**config.mk**
```make
export PLATFORM = sky130hd
export DESIGN_NAME = sdc_datapath
export DESIGN_NICKNAME = d
export VERILOG_FILES = /design/src/rtl/sdc_pkg.sv /design/src/rtl/sdc_crc16.sv /design/src/rtl/sdc_tmo.sv /design/src/rtl/sdc_datapath.sv
export SDC_FILE = /design/constraint.sdc
export NUM_CORES = 1
export LEC_CHECK = 0
export ABC_AREA = 1
export ABC_CLOCK_PERIOD_IN_PS = 4400
export BUFFER_PORTS_ARGS = -buffer_cell sky130_fd_sc_hd__buf_2
export CORE_MARGIN = 5
export CORE_UTILIZATION = 24
export DETAILED_ROUTE_END_ITERATION = 8
export PLACE_DENSITY = 0.4
export SLEW_MARGIN = 0
export SYNTH_ARGS = -nofsm -noshare
export SYNTH_HDL_FRONTEND = slang
export SYNTH_SLANG_ARGS = --single-unit
```
**constraint.sdc**
```tcl
create_clock -name clk -period 4.4 [get_ports clk]
set_input_delay 0.88 -clock clk [delete_from_list [all_inputs] [get_ports clk]]
set_output_delay 0.88 -clock clk [all_outputs]
set_load 0.01 [all_outputs]
```
**src/rtl/sdc_pkg.sv**
```systemverilog
package sdc_pkg;
    typedef enum logic [3:0] {
        ST_IDLE,
        ST_WAIT_R,
        ST_RECV,
        ST_RCRC,
        ST_WAIT_S,
        ST_TX_START,
        ST_TX_DATA,
        ST_TX_CRC,
        ST_TX_END
    } sdc_state_e;

    localparam int FLG_W   = 4;
    localparam int FLG_END = 0;
    localparam int FLG_TMO = 1;
    localparam int FLG_CRC = 2;
    localparam int FLG_OVR = 3;
endpackage

```
**src/rtl/sdc_crc16.sv**
```systemverilog
// One serial step of an MSB-first CRC with zero-based shift register.
module sdc_crc16 #(
    parameter int          W    = 16,
    parameter logic [W-1:0] POLY = 16'h1021
) (
    input  logic [W-1:0] crc_i,
    input  logic         bit_i,
    output logic [W-1:0] crc_o
);
    logic fb;

    always_comb begin
        fb    = crc_i[W-1] ^ bit_i;
        crc_o = {crc_i[W-2:0], 1'b0} ^ (fb ? POLY : '0);
    end
endmodule

```
**src/rtl/sdc_tmo.sv**
```systemverilog
// Start-bit timeout down-counter; reloads on load_i, counts while run_i.
module sdc_tmo #(
    parameter int W = 16
) (
    input  logic         clk,
    input  logic         rst_n,
    input  logic         load_i,
    input  logic [W-1:0] val_i,
    input  logic         run_i,
    output logic         expired_o
);
    logic [W-1:0] cnt_d, cnt_q;

    always_comb begin
        cnt_d = cnt_q;
        if (load_i)
            cnt_d = val_i;
        else if (run_i && cnt_q != '0)
            cnt_d = cnt_q - 1'b1;
    end

    always_ff @(posedge clk or negedge rst_n) begin
        if (!rst_n) cnt_q <= '0;
        else        cnt_q <= cnt_d;
    end

    assign expired_o = (cnt_q == '0);
endmodule

```
**src/rtl/sdc_datapath.sv**
```systemverilog
module sdc_datapath
    import sdc_pkg::*;
#(
    parameter int              LEN_W    = 16,
    parameter int              BLK_W    = 12,
    parameter int              TMO_W    = 16,
    parameter int              CRC_W    = 16,
    parameter logic [CRC_W-1:0] CRC_POLY = 16'h1021
) (
    input  logic             clk,
    input  logic             rst_n,
    input  logic             cfg_wr,
    input  logic             cfg_en,
    input  logic             cfg_dir,
    input  logic             cfg_stream,
    input  logic [LEN_W-1:0] cfg_len,
    input  logic [BLK_W-1:0] cfg_blksz,
    input  logic [TMO_W-1:0] cfg_tmo,
    input  logic             clr_wr,
    input  logic [3:0]       clr_mask,
    input  logic             sd_di,
    output logic             sd_do,
    output logic             sd_oe,
    output logic             rx_push,
    output logic [7:0]       rx_data,
    input  logic             rx_full,
    input  logic             rx_empty,
    output logic             tx_pop,
    input  logic [7:0]       tx_data,
    input  logic             tx_empty,
    output logic [3:0]       flags
);
    localparam int BIT_W = $clog2(CRC_W);
    localparam logic [BIT_W-1:0] LAST_DBIT = BIT_W'(7);
    localparam logic [BIT_W-1:0] LAST_CBIT = BIT_W'(CRC_W - 1);

    typedef struct packed {
        sdc_state_e       st;
        logic [LEN_W-1:0] dcnt;
        logic [BLK_W-1:0] bcnt;
        logic [BLK_W-1:0] blksz;
        logic [TMO_W-1:0] tmo_val;
        logic             stream;
        logic [BIT_W-1:0] bitn;
        logic [7:0]       sh;
        logic [CRC_W-1:0] crc;
        logic [CRC_W-1:0] crc_rx;
        logic [FLG_W-1:0] flg;
    } regs_t;

    regs_t            r_d, r_q;
    logic [CRC_W-1:0] crc_nx;
    logic             crc_bit;
    logic             tmo_load;
    logic             tmo_exp;
    logic [TMO_W-1:0] tmo_src;
    logic [FLG_W-1:0] set_f;
    logic [7:0]       byte_in;

    assign crc_bit = (r_q.st == ST_RECV) ? sd_di : r_q.sh[7];
    assign tmo_src = (r_q.st == ST_IDLE) ? cfg_tmo : r_q.tmo_val;
    assign byte_in = {r_q.sh[6:0], sd_di};

    sdc_crc16 #(.W(CRC_W), .POLY(CRC_POLY)) u_crc (
        .crc_i (r_q.crc),
        .bit_i (crc_bit),
        .crc_o (crc_nx)
    );

    sdc_tmo #(.W(TMO_W)) u_tmo (
        .clk       (clk),
        .rst_n     (rst_n),
        .load_i    (tmo_load),
        .val_i     (tmo_src),
        .run_i     (r_q.st == ST_WAIT_R),
        .expired_o (tmo_exp)
    );

    always_comb begin
        r_d      = r_q;
        rx_push  = 1'b0;
        rx_data  = byte_in;
        tx_pop   = 1'b0;
        sd_oe    = 1'b0;
        sd_do    = 1'b1;
        tmo_load = 1'b0;
        set_f    = '0;

        unique case (r_q.st)
            ST_IDLE: begin
                if (cfg_wr && cfg_en) begin
                    r_d.dcnt    = cfg_len;
                    r_d.blksz   = cfg_blksz;
                    r_d.stream  = cfg_stream;
                    r_d.tmo_val = cfg_tmo;
                    if (cfg_dir) begin
                        r_d.st   = ST_WAIT_R;
                        tmo_load = 1'b1;
                    end else begin
                        r_d.st = ST_WAIT_S;
                    end
                end
            end
            ST_WAIT_R: begin
                if (r_q.dcnt == '0) begin
                    if (rx_empty) begin
                        r_d.st         = ST_IDLE;
                        set_f[FLG_END] = 1'b1;
                    end
                end else if (!sd_di) begin
                    r_d.st   = ST_RECV;
                    r_d.bcnt = r_q.blksz;
                    r_d.bitn = '0;
                    r_d.crc  = '0;
                end else if (tmo_exp) begin
                    r_d.st         = ST_IDLE;
                    set_f[FLG_TMO] = 1'b1;
                end
            end
            ST_RECV: begin
                r_d.crc  = crc_nx;
                r_d.sh   = byte_in;
                r_d.bitn = r_q.bitn + 1'b1;
                if (r_q.bitn == LAST_DBIT) begin
                    r_d.bitn = '0;
                    if (rx_full) begin
                        r_d.st         = ST_IDLE;
                        set_f[FLG_OVR] = 1'b1;
                    end else begin
                        rx_push  = 1'b1;
                        r_d.dcnt = r_q.dcnt - 1'b1;
                        r_d.bcnt = r_q.bcnt - 1'b1;
                        if (r_q.stream) begin
                            if (r_q.dcnt == LEN_W'(1)) begin
                                r_d.st   = ST_WAIT_R;
                                tmo_load = 1'b1;
                            end
                        end else if (r_q.bcnt == BLK_W'(1)) begin
                            r_d.st     = ST_RCRC;
                            r_d.crc_rx = '0;
                        end
                    end
                end
            end
            ST_RCRC: begin
                r_d.crc_rx = {r_q.crc_rx[CRC_W-2:0], sd_di};
                r_d.bitn   = r_q.bitn + 1'b1;
                if (r_q.bitn == LAST_CBIT) begin
                    r_d.bitn = '0;
                    if ({r_q.crc_rx[CRC_W-2:0], sd_di} == r_q.crc) begin
                        r_d.st   = ST_WAIT_R;
                        tmo_load = 1'b1;
                    end else begin
                        r_d.st         = ST_IDLE;
                        set_f[FLG_CRC] = 1'b1;
                    end
                end
            end
            ST_WAIT_S: begin
                if (r_q.dcnt == '0) begin
                    r_d.st         = ST_IDLE;
                    set_f[FLG_END] = 1'b1;
                end else if (!tx_empty) begin
                    r_d.st = ST_TX_START;
                end
            end
            ST_TX_START: begin
                sd_oe    = 1'b1;
                sd_do    = 1'b0;
                tx_pop   = 1'b1;
                r_d.sh   = tx_data;
                r_d.bcnt = r_q.blksz;
                r_d.bitn = '0;
                r_d.crc  = '0;
                r_d.st   = ST_TX_DATA;
            end
            ST_TX_DATA: begin
                sd_oe    = 1'b1;
                sd_do    = r_q.sh[7];
                r_d.crc  = crc_nx;
                r_d.sh   = {r_q.sh[6:0], 1'b0};
                r_d.bitn = r_q.bitn + 1'b1;
                if (r_q.bitn == LAST_DBIT) begin
                    r_d.bitn = '0;
                    r_d.dcnt = r_q.dcnt - 1'b1;
                    r_d.bcnt = r_q.bcnt - 1'b1;
                    if (r_q.stream && r_q.dcnt == LEN_W'(1)) begin
                        r_d.st = ST_TX_END;
                    end else if (!r_q.stream && r_q.bcnt == BLK_W'(1)) begin
                        r_d.st = ST_TX_CRC;
                    end else begin
                        tx_pop = 1'b1;
                        r_d.sh = tx_data;
                    end
                end
            end
            ST_TX_CRC: begin
                sd_oe    = 1'b1;
                sd_do    = r_q.crc[CRC_W-1];
                r_d.crc  = {r_q.crc[CRC_W-2:0], 1'b0};
                r_d.bitn = r_q.bitn + 1'b1;
                if (r_q.bitn == LAST_CBIT) begin
                    r_d.bitn = '0;
                    r_d.st   = ST_TX_END;
                end
            end
            ST_TX_END: begin
                sd_oe  = 1'b1;
                sd_do  = 1'b1;
                r_d.st = ST_WAIT_S;
            end
            default: r_d.st = ST_IDLE;
        endcase

        r_d.flg = (r_q.flg & ~(clr_wr ? clr_mask : '0)) | set_f;
    end

    always_ff @(posedge clk or negedge rst_n) begin
        if (!rst_n) r_q <= '0;
        else        r_q <= r_d;
    end

    assign flags = r_q.flg;

    AST_IDLE_HIZ: assert property (@(posedge clk) disable iff (!rst_n)
        (r_q.st == ST_IDLE) |-> !sd_oe);
    AST_START_LOW: assert property (@(posedge clk) disable iff (!rst_n)
        $rose(sd_oe) |-> !sd_do);
    AST_STOP_HIGH: assert property (@(posedge clk) disable iff (!rst_n)
        $fell(sd_oe) |-> $past(sd_do));
    AST_POP_WHILE_DRIVING: assert property (@(posedge clk) disable iff (!rst_n)
        tx_pop |-> sd_oe);
    AST_NO_PUSH_FULL: assert property (@(posedge clk) disable iff (!rst_n)
        rx_push |-> !rx_full);
    AST_TMO_FROM_WAIT: assert property (@(posedge clk) disable iff (!rst_n)
        $rose(flags[FLG_TMO]) |-> ($past(r_q.st) == ST_WAIT_R));
    AST_CRC_FROM_CHECK: assert property (@(posedge clk) disable iff (!rst_n)
        $rose(flags[FLG_CRC]) |-> ($past(r_q.st) == ST_RCRC));
endmodule

```
Yosys cells after proc, flatten, opt, wreduce, memory -nomap -nowiden
Index checks and enable logic that the tools add are counted.

storage, ports and cells
  register bits = 124
  input port bits = 67
  output and inout bits = 16

cells by class
  add/subtract/negate cells = 4
  equality and inequality tests = 29
  multiplexer cells = 80
  bitwise operators = 5
  reduce and logical (&&, ||, !) cells = 26

operator list
  cell                   number
  $mux 16                5
  $mux 4                 19
  $mux 32                2
  $pmux 16 s4            1
  $mux 15                4
  $pmux 12 s4            1
  $pmux 16 s3            1
  $mux 12                3
  $pmux 4 s9             1
  $logic_not 16->1       2
  $sub 16x1->16 const B  2
  $mux 1                 30
  $pmux 15 s2            1
  $mux 28                1
  $pmux 8 s3             1
  $eq 4x3->1 const B     5
  $mux 20                1
  $pmux 4 s5             1
  $eq 16x1->1 const B    1
  $eq 16x16->1           1
  $mux 8                 2
  $reduce_bool 16->1     1
  $xor 16x16->16         1
  $ne 2x2->1 const B     7
  32 further kinds       50

Longest topological paths before layout
Gate-level depths: netlist of the first run.

  depth after elaboration = 7
  gate-level depth with buffers = 13

Modules after synthesis
A second synthesis of the first run with hierarchy kept.

second synthesis, totals
  cells, all modules = 1008
  area, all modules = 7536.0 um^2

modules (own cells, without submodules)
  module        instances  cells each  area each (um^2)  seq. area each (um^2)
  sdc_datapath  1          794         6089.6            2702.6
  sdc_tmo       1          185         1280.0            400.4
  sdc_crc16     1          29          166.4             0.0

Worst setup path after synthesis of the first run
Ideal clock, no wire load.

  path type = flip-flop to output port
  from = reg r_q[91] (netlist name)
  to = out tx_pop
  arrival time = 1.262 ns
  required time = 3.520 ns
  slack = 2.258 ns
  stages on the path, launching flop included = 7
  buffers on the path = 0
  cells stage by stage = dfrtp_1 > nor2_1 > nand2_1 > nor2_1 > nand3_1 > nand4_1 > nand2_1

between the ends
  longest elaborated chain between the ends = 5

RTL lines
  what                      RTL line             RTL
  start: declaration        sdc_datapath.sv:51   regs_t r_d, r_q;
  start signal: assignment  sdc_datapath.sv:220  else r_q <= r_d;
  $eq 16x1->1               sdc_datapath.sv:187  if (r_q.stream && r_q.dcnt == LEN_W'(1)) begin
  $logic_and 1x1->1         sdc_datapath.sv:187
  $mux 1                    sdc_datapath.sv:187
  $mux 1                    sdc_datapath.sv:183  if (r_q.bitn == LAST_DBIT) begin
  $pmux 1 s2                sdc_datapath.sv:89   unique case (r_q.st)
  end: declaration          sdc_datapath.sv:28   output logic tx_pop,

No other way between the ends.

Final worst setup path of the first run
  from = reg r_q[78] (netlist name)
  to = out tx_pop

between the ends
  longest elaborated chain between the ends = 6

RTL lines
  what               RTL line             RTL
  $eq 12x1->1        sdc_datapath.sv:189  end else if (!r_q.stream && r_q.bcnt == BLK_W'(1)) begin
  $logic_and 1x1->1  sdc_datapath.sv:189
  $mux 1             sdc_datapath.sv:189
  $mux 1             sdc_datapath.sv:187
  $mux 1             sdc_datapath.sv:183
  $pmux 1 s2         sdc_datapath.sv:89

No other way between the ends.

==> results of run 1 <==
## through the flow
stage          total power [µW]  util (%)
6_report                   6030      28.8
5_1_grt                    6640      28.8
4_1_cts                    6130      28.8
3_5_place_dp               4660      26.8
3_3_place_gp               4670      26.8
2_1_floorplan              4010         -
## critical path, cell delays in order, from the launching register on
cell and delay (ps):
dfrtp_1 370, inv_1 90, ha_1 150, nand2_1 60
nor2_1 180, nand3_1 230, nand4_1 310, nand2_1 230
buf_2 200
## layout by cell type (no fill, tap or decap), types with 14 or more instances in the layout
cell       synthesis  final
o22ai_1           17     17
mux2_2            14     14
o21ai_0           93     93
inv_1            130    130
a21oi_1           19     19
nand4_1           16     16
buf_2              4     81
nor2_1            97     97
clkbuf_16          0     17
nand2_1          315    315
nand3_1           53     53
dfrtp_1          124    124
## power by group
| group | internal (µW) | switching [µW] |
|---|---|---|
| Clock | 867 | 563 |
| Sequential | 1640 | 369 |
| Combinational | 906 | 1690 |
## cell type report
| class | count | area (µm²) |
|---|---|---|
| fill | 3269 | 21200 |
| multi-input combinational | 701 | 3410 |
| sequential | 124 | 3100 |
| inverter | 135 | 507 |
| tap | 390 | 488 |
| clock buffer | 19 | 453 |
| timing repair buffer | 86 | 447 |
| clock inverter | 13 | 140 |
## worst paths after layout
| path | start | to | cells after the start |
|---|---|---|---|
| setup reg to reg | r_q[105] | u_tmo.cnt_q[12] | 9 |
| setup / recovery | r_q[78] | tx_pop | 8 |
| hold reg to reg | r_q[51] | r_q[51] | 2 |
| min in group asynchronous | rst_n | r_q[11] | 1 |
| max in group asynchronous | rst_n | r_q[64] | 2 |
| hold / removal | r_q[51] | r_q[51] | 2 |
## flip-flops by register name (all words and copies together), names as in the netlist
signal	count
rx_data	7
flags	4
r_q	97
u_tmo.cnt_q	16
## kinds of logic after synthesis
kind of cell               count (synthesis)
AOI/OAI and AO/OA                        159
buffers and inverters                    172
xor gates and xnor gates                  11
and+or+nand+nor                          508
DFF                                      124
adders and majority gates                  8
muxes                                     15
## layer usage
layer | GRT usage (%) | wire (µm)
met1 | 17.4 | 10100
met2 | 19.4 | 9460
met3 | 2.71 | 658
met4 | 3.11 | 182
met5 | 0 | 7
==> flow_metrics.py, run 1 <==
metrics = {
    "final_layout": {
        "stdcell_count": 1468,
        "diodes": 0,
        "design_area_mm2": 0.00855,
        "layout.nets": 1140,
        "drive_gt1_share_pct": 14.9,
        "area_growth_pct": 18.1,
    },
    "logic_synthesis": {
        "syn_avg_cell_area_um2": 7.26,
        "yosysSeqAreaShare_pct": 42.9,
        "synth-main-ff-cell": "dfrtp_1",
        "synth.distinct_cells": 43,
        "yosysTopAreaCell": "dfrtp_1",
        "synth_nets": 1072,
        "synth_xor_area_share_pct": 1.33,
        "syn_inst": 997,
        "yosys-top-cells-count": "315 x nand2_1, 130 x inv_1, 124 x dfrtp_1",
        "synth_top_family_by_area": "simple AND/OR/NAND/NOR gates",
        "synthAdderAreaFrac_pct": 1.38,
        "synth_area_mm2": 0.00724,
        "yosys.area.top_type_share_pct": 42.9,
        "yosys.cell_count.top_type": "nand2_1",
        "synthSimpleGateAreaFrac_pct": 29.4,
        "synth-warning-count": 0,
        "synthTopCellsByArea": "dfrtp_1 43%, nand2_1 16%, inv_1 6.7%",
        "synth-seq-cells": 124,
        "synth_async_sr_flop_share_pct": 100,
        "synth.area.mux_share_pct": 2.32,
        "synth-edff-count": 0,
        "synth_compound_area_share_pct": 12.6,
    },
    "grt": {
        "grt_util_all_layers_pct": 12.4,
        "grt_max_degree": 77,
        "grt_pass1_wl_um": 33100,
        "antenna_found_initial": 1,
        "grt_overflow": 0,
        "grt_pass1_vias": 6173,
    },
    "sta": {
        "fin_worst_skew_ps": 13.0,
        "tightest_slew_ps": 876,
        "timing.hold.ws_ps": 482,
        "layout_setup_ws_ps": 1280,
        "fin_setup_tns_ps": 0,
        "timing.final.crit_share_pct": 71.0,
        "grt_setup_unrepaired": "false",
        "post-route-min-period_ps": 3120,
        "slew-limit-headroom_pct": 41.6,
        "fmax_ghz": 0.320,
        "setup_viol_count_final": 0,
        "drv_slew": 0,
        "hold_viol_final": 0,
    },
    "min_path": {
        "min_path_type": "flop to flop",
    },
    "floorplan": {
        "core_area_mm2": 0.0297,
        "start_util_pct": 24.4,
        "die_w_um": 184,
        "row_count": 63,
        "die_y_um": 184,
        "ios": 83,
        "die_area_mm2": 0.0337,
    },
    "clocking": {
        "cts_tree": "yes",
        "cts_setup_buffers": 0,
        "cts.sinks": 124,
        "cts_buffers": 17,
        "path_clk_slew_ps": 60,
        "ctsResizeCount": 0,
        "cts_buffer_depth": 2,
        "htreeDepth": 4,
        "postCtsHoldBufs": 0,
        "clock_latency_ps": 430,
        "cts-root-buf": "clkbuf_16",
    },
    "routing": {
        "vias_per_cell": 4.32,
        "drc_errors": 0,
        "drt_iter0_drc": 346,
        "vias": 6337,
        "wl_per_cell_um": 13.9,
        "wirelength_um": 20400,
        "firstDrtPassIters": 5,
        "ant_nets": 0,
    },
    "place": {
        "dpl_cell_area_mm2": 0.00796,
        "dp.cells": 1436,
        "place_congestion": 0.837,
        "pre_cts_ws_ps": 1550,
        "dpl.hpwl_um": 15100,
        "portBuffers": 82,
    },
    "power_and_ir_drop": {
        "leakage_uw": 0.00422,
        "p_per_area_mw_per_mm2": 706,
        "irDropWorstVdd_mv": 0.289,
    },
    "worst_setup_path": {
        "crit_arrival_ps": 2240,
        "path_class": "flop to output pin",
        "end_kind": "output pin",
        "path_max_fanout": 9,
        "rrSetupSlack_ps": 1810,
        "startpoint_type": "flop",
        "cp.required_ps": 3520,
    },
    "run": {
        "maxCapViolCount": 0,
    },
    "outcome": {
        "status": "finished, final reports clean",
    },
}
Power figures use the tool's default switching activity.
==> run 2, diff against run 1 <==
Settings changed: ABC_AREA 1 to 0, ABC_CLOCK_PERIOD_IN_PS 4400 to 3200.
Clock period 4.4 ns to 3.2 ns, I/O delays scaled along.
==> flow_metrics.py, run 2 <==
metrics = {
    "logic_synthesis": {
        "synth-warning-count": 0,
        "synth-main-ff-cell": "dfrtp_1",
        "synth-seq-cells": 124,
        "yosysTopAreaCell": "dfrtp_1",
        "yosysSeqAreaShare_pct": 45.6,
        "syn_avg_cell_area_um2": 9.85,
        "synth-edff-count": 0,
        "synth_async_sr_flop_share_pct": 100,
        "synth_area_mm2": 0.00680,
        "synth_nets": 766,
        "yosys.area.top_type_share_pct": 45.6,
        "synthTopCellsByArea": "dfrtp_1 46%, mux2_2 5.1%, a21oi_1 4.3%",
        "syn_inst": 691,
        "yosys-top-cells-count": "124 x dfrtp_1, 59 x a21oi_1, 53 x nand2_1",
        "yosys.cell_count.top_type": "dfrtp_1",
        "synth.distinct_cells": 73,
    },
    "power_and_ir_drop": {
        "p_per_area_mw_per_mm2": 946,
        "irDropWorstVdd_mv": 0.393,
        "leakage_uw": 0.00343,
    },
    "clocking": {
        "ctsResizeCount": 0,
        "clock_latency_ps": 410,
        "cts_tree": "yes",
        "cts_buffers": 17,
        "cts.sinks": 124,
        "postCtsHoldBufs": 0,
        "cts_setup_buffers": 0,
        "htreeDepth": 4,
        "cts-root-buf": "clkbuf_16",
        "path_clk_slew_ps": 60,
        "cts_buffer_depth": 2,
    },
    "floorplan": {
        "die_area_mm2": 0.0318,
        "core_area_mm2": 0.0279,
        "ios": 83,
        "row_count": 61,
        "die_w_um": 178,
        "die_y_um": 178,
        "start_util_pct": 24.4,
    },
    "routing": {
        "wl_per_cell_um": 16.9,
        "wirelength_um": 19500,
        "ant_nets": 0,
        "drc_errors": 0,
        "drt_iter0_drc": 414,
        "vias": 5513,
        "vias_per_cell": 4.79,
        "firstDrtPassIters": 7,
    },
    "sta": {
        "fin_setup_tns_ps": 0,
        "hold_viol_final": 0,
        "layout_setup_ws_ps": 354,
        "setup_viol_count_final": 0,
        "tightest_slew_ps": 815,
        "timing.final.crit_share_pct": 88.9,
        "fin_worst_skew_ps": 10.6,
        "grt_setup_unrepaired": "false",
        "post-route-min-period_ps": 2850,
        "slew-limit-headroom_pct": 45.7,
        "fmax_ghz": 0.351,
        "drv_slew": 0,
    },
    "place": {
        "dpl_cell_area_mm2": 0.00759,
        "dp.cells": 1120,
        "place_congestion": 0.781,
        "pre_cts_ws_ps": 496,
        "dpl.hpwl_um": 13900,
        "portBuffers": 82,
    },
    "worst_setup_path": {
        "cp.required_ps": 2560,
        "path_max_fanout": 7,
        "end_kind": "output pin",
        "path_class": "flop to output pin",
        "crit_arrival_ps": 2210,
        "worstPathCellList": "nor4_2, nand4_1, a41oi_1, nor2_2, buf_2",
        "rr_endpoint": "r_q[96]",
        "reg2reg_depth": 6,
        "startpoint": "r_q[82]",
        "slowest_delay_ps": 450,
        "timing.rr.start": "r_q[106]",
        "rrSetupSlack_ps": 560,
        "startpoint_type": "flop",
        "cp_slowest_cell": "dfrtp_1",
    },
    "final_layout": {
        "diodes": 0,
        "layout.nets": 836,
        "final_cell_mix": "124 x dfrtp_1, 81 x buf_2, 59 x a21oi_1",
        "stdcell_count": 1151,
        "largest_reg_flops": 97,
        "regMostFlops": "r_q",
        "design_area_mm2": 0.00818,
        "post-route-util_pct": 29.4,
        "mostFrequentLayoutCell": "dfrtp_1",
        "area_growth_pct": 20.2,
        "n_fill_cell": 2958,
        "drive_gt1_share_pct": 24.1,
    },
    "grt": {
        "grt_pass1_vias": 5444,
        "grt_util_all_layers_pct": 12.5,
        "grt_max_degree": 44,
        "grt_pass1_wl_um": 31100,
        "antenna_found_initial": 0,
        "grt_overflow": 0,
    },
    "min_path": {
        "min_path_type": "primary input to asynchronous set/reset pin",
    },
    "run": {
        "maxCapViolCount": 0,
    },
    "outcome": {
        "status": "finished, final reports clean",
    },
}
run 2: changes by cell type after synthesis, moves of 13 or more:
cell and delta:
a22o_1 +28, inv_1 -113, nand3_1 -40, nor4_1 +15, nor2b_1 +17, nor2_1 -54
nand2_1 -262, o21ai_0 -50, a21oi_1 +40, mux2_2 +17, xor2_1 +13
run 2: worst max-delay path, delay by kind of cell (launching register included):
kind / cells / cell delay (ps)
AND/OR/NAND/NOR: 3 / 800
buffers and inverters: 1 / 150
flip-flops: 1 / 450
AO/OA/AOI/OAI: 1 / 400
run 2: worst max-delay path by stage:
stage / to / slack (ps) / cells after the start
floorplan: u_tmo.cnt_q[4] / 1030 / 7
global placement: u_tmo.cnt_q[11] / 590 / 7
detailed placement: u_tmo.cnt_q[6] / 500 / 7
CTS: tx_pop / 320 / 7
global route: tx_pop / 130 / 7
finish: tx_pop / 350 / 5
run 2: metrics by stage:
stage | power (µW) | hold slack [ps]
3_3_place_gp | 5880 | 481
6_report | 7740 | 226
5_1_grt | 8350 | 256
3_5_place_dp | 5860 | 487
4_1_cts | 7850 | 229
2_1_floorplan | 4980 | 344
run 2: report_power, final:
part / leakage, µW / internal (µW) / switching [µW]
registers: 0.00153 / 2210 / 685
clock network: 0.000275 / 1170 / 765
logic: 0.00163 / 1290 / 1630
total: 0.00343 / 4660 / 3080
run 2: final cells by class:
type                    count  area (µm²)  share of cell area (%)
multi-input cells         501        3390                    41.5
flip-flops and latches    124        3100                    37.9
repair buffers            100         561                    6.85
well taps                 378         473                    5.78
clock buffers              18         439                    5.37
clock inverters            13         144                    1.76
inverters                  17        63.8                   0.780
run 2: routing by layer:
| layer | track usage (%) | wire, µm |
|---|---|---|
| met1 | 18.2 | 9700 |
| met2 | 18.7 | 8880 |
| met5 | 0 | 0 |
| met3 | 2.54 | 637 |
| met4 | 3.52 | 231 |
run 2: logic make-up after synthesis:
logic type | share of synthesized area [%]
xor gates and xnor gates | 3.60
adders and majority gates | 1.47
and+or+nand+nor | 17.3
DFF | 45.6
muxes | 6.82
buffers and inverters | 4.82
AOI/OAI and AO/OA | 20.4
==> run 3, diff against run 2 <==
Settings changed: CORE_ASPECT_RATIO set to 0.7, REMOVE_ABC_BUFFERS set to 1.
==> flow_metrics.py, run 3 (synthesis results as in run 2) <==
metrics = {
    "outcome": {
        "status": "finished, final reports clean",
    },
    "routing": {
        "vias": 5432,
        "drt_iter0_drc": 384,
        "wl_per_cell_um": 16.9,
        "wirelength_um": 19400,
        "firstDrtPassIters": 5,
        "drc_errors": 0,
        "ant_nets": 0,
        "vias_per_cell": 4.72,
    },
    "power_and_ir_drop": {
        "p_per_area_mw_per_mm2": 971,
        "leakage_uw": 0.00348,
        "irDropWorstVdd_mv": 0.421,
    },
    "worst_setup_path": {
        "crit_arrival_ps": 2320,
        "path_max_fanout": 17,
        "startpoint_type": "flop",
        "end_kind": "output pin",
        "cp.required_ps": 2560,
        "path_class": "flop to output pin",
    },
    "sta": {
        "hold_viol_final": 0,
        "fin_setup_tns_ps": 0,
        "tightest_slew_ps": 824,
        "slew-limit-headroom_pct": 45.0,
        "fmax_ghz": 0.338,
        "grt_setup_unrepaired": "false",
        "setup_viol_count_final": 0,
        "post-route-min-period_ps": 2960,
        "drv_slew": 0,
        "timing.final.crit_share_pct": 92.5,
        "fin_worst_skew_ps": 10.6,
    },
    "final_layout": {
        "diodes": 0,
        "area_growth_pct": 21.6,
        "regMostFlops": "r_q",
        "mostFrequentLayoutCell": "dfrtp_1",
        "post-route-util_pct": 29.7,
        "layout.nets": 841,
        "largest_reg_flops": 97,
        "final_cell_mix": "124 x dfrtp_1, 81 x buf_2, 59 x a21oi_1",
        "n_fill_cell": 2965,
        "drive_gt1_share_pct": 24.6,
    },
    "grt": {
        "grt_pass1_vias": 5392,
        "antenna_found_initial": 0,
        "grt_overflow": 0,
        "grt_util_all_layers_pct": 12.8,
        "grt_pass1_wl_um": 31700,
        "grt_max_degree": 56,
    },
    "clocking": {
        "postCtsHoldBufs": 0,
        "cts_buffer_depth": 2,
        "cts_tree": "yes",
        "cts_setup_buffers": 0,
        "path_clk_slew_ps": 60,
        "cts-root-buf": "clkbuf_16",
        "ctsResizeCount": 0,
        "cts_buffers": 17,
        "clock_latency_ps": 430,
        "cts.sinks": 124,
        "htreeDepth": 4,
    },
    "run": {
        "maxCapViolCount": 0,
    },
    "floorplan": {
        "die_area_mm2": 0.0319,
        "row_count": 51,
        "die_w_um": 211,
        "start_util_pct": 24.4,
        "core_area_mm2": 0.0279,
        "ios": 83,
        "die_y_um": 151,
    },
    "place": {
        "place_congestion": 0.817,
        "dpl.hpwl_um": 14300,
        "portBuffers": 82,
    },
    "min_path": {
        "min_path_type": "primary input to asynchronous set/reset pin",
    },
}
==> run 3: path summary, 6_finish.rpt <==
| check | cells after the start | slack [ps] | startpoint | end |
|---|---|---|---|---|
| worst max register to register | 6 | 580 | r_q[105] | u_tmo.cnt_q[2] |
| worst min-delay path | 1 | 80 | rst_n | r_q[69] |
| min in group clk | 3 | 420 | cfg_blksz[5] | r_q[70] |
| worst max-delay path | 4 | 240 | r_q[105] | tx_pop |
| max in group asynchronous | 2 | 2370 | rst_n | r_q[27] |
| worst min register to register | 2 | 490 | flags[3] | flags[3] |
==> run 3: worst max-delay path: stages, from the launching register on <==
cell and delay (ps):
dfrtp_1 610, nor2b_1 550, a41oi_1 310, nor2_2 240, buf_2 170
==> run 3: final cells by class <==
| class | count | area (µm²) | area share, % |
|---|---|---|---|
| multi-input cells | 501 | 3390 | 41.0 |
| repair buffers | 105 | 598 | 7.23 |
| well taps | 371 | 464 | 5.61 |
| clock buffers | 17 | 425 | 5.14 |
| flip-flops and latches | 124 | 3100 | 37.5 |
| clock inverters | 15 | 221 | 2.68 |
| inverters | 17 | 63.8 | 0.772 |
==> run 3: layer usage <==
| metal | vias up | wire length (µm) | track usage [%] |
|---|---|---|---|
| li1 | 2701 | - | - |
| met1 | 2628 | 11000 | 20.5 |
| met2 | 88 | 7470 | 16.5 |
| met3 | 15 | 664 | 2.61 |
| met4 | 0 | 238 | 4.41 |
| met5 | - | 0 | 0 |
==> run 3: per-stage QoR <==
step                worst slack (ps)  instance area [µm²]  hold WS (ps)  power, µW  cells
CTS                              269                 8270          56.9       8120   1150
global placement                 433                 7620           475       5930   1118
finish                           241                 8270          76.2       8030   1150
floorplan                      -2670                 6540           344       4820    642
global route                    52.0                 8270          73.4       8670   1150
detailed placement               370                 7620           488       5910   1118
==> run 3: report_power, final <==
group / total, µW / switching, µW / leakage [µW] / internal [µW]
Clock: 2150 / 771 / 0.000305 / 1380
Sequential: 2870 / 668 / 0.00153 / 2210
Combinational: 3000 / 1690 / 0.00165 / 1310
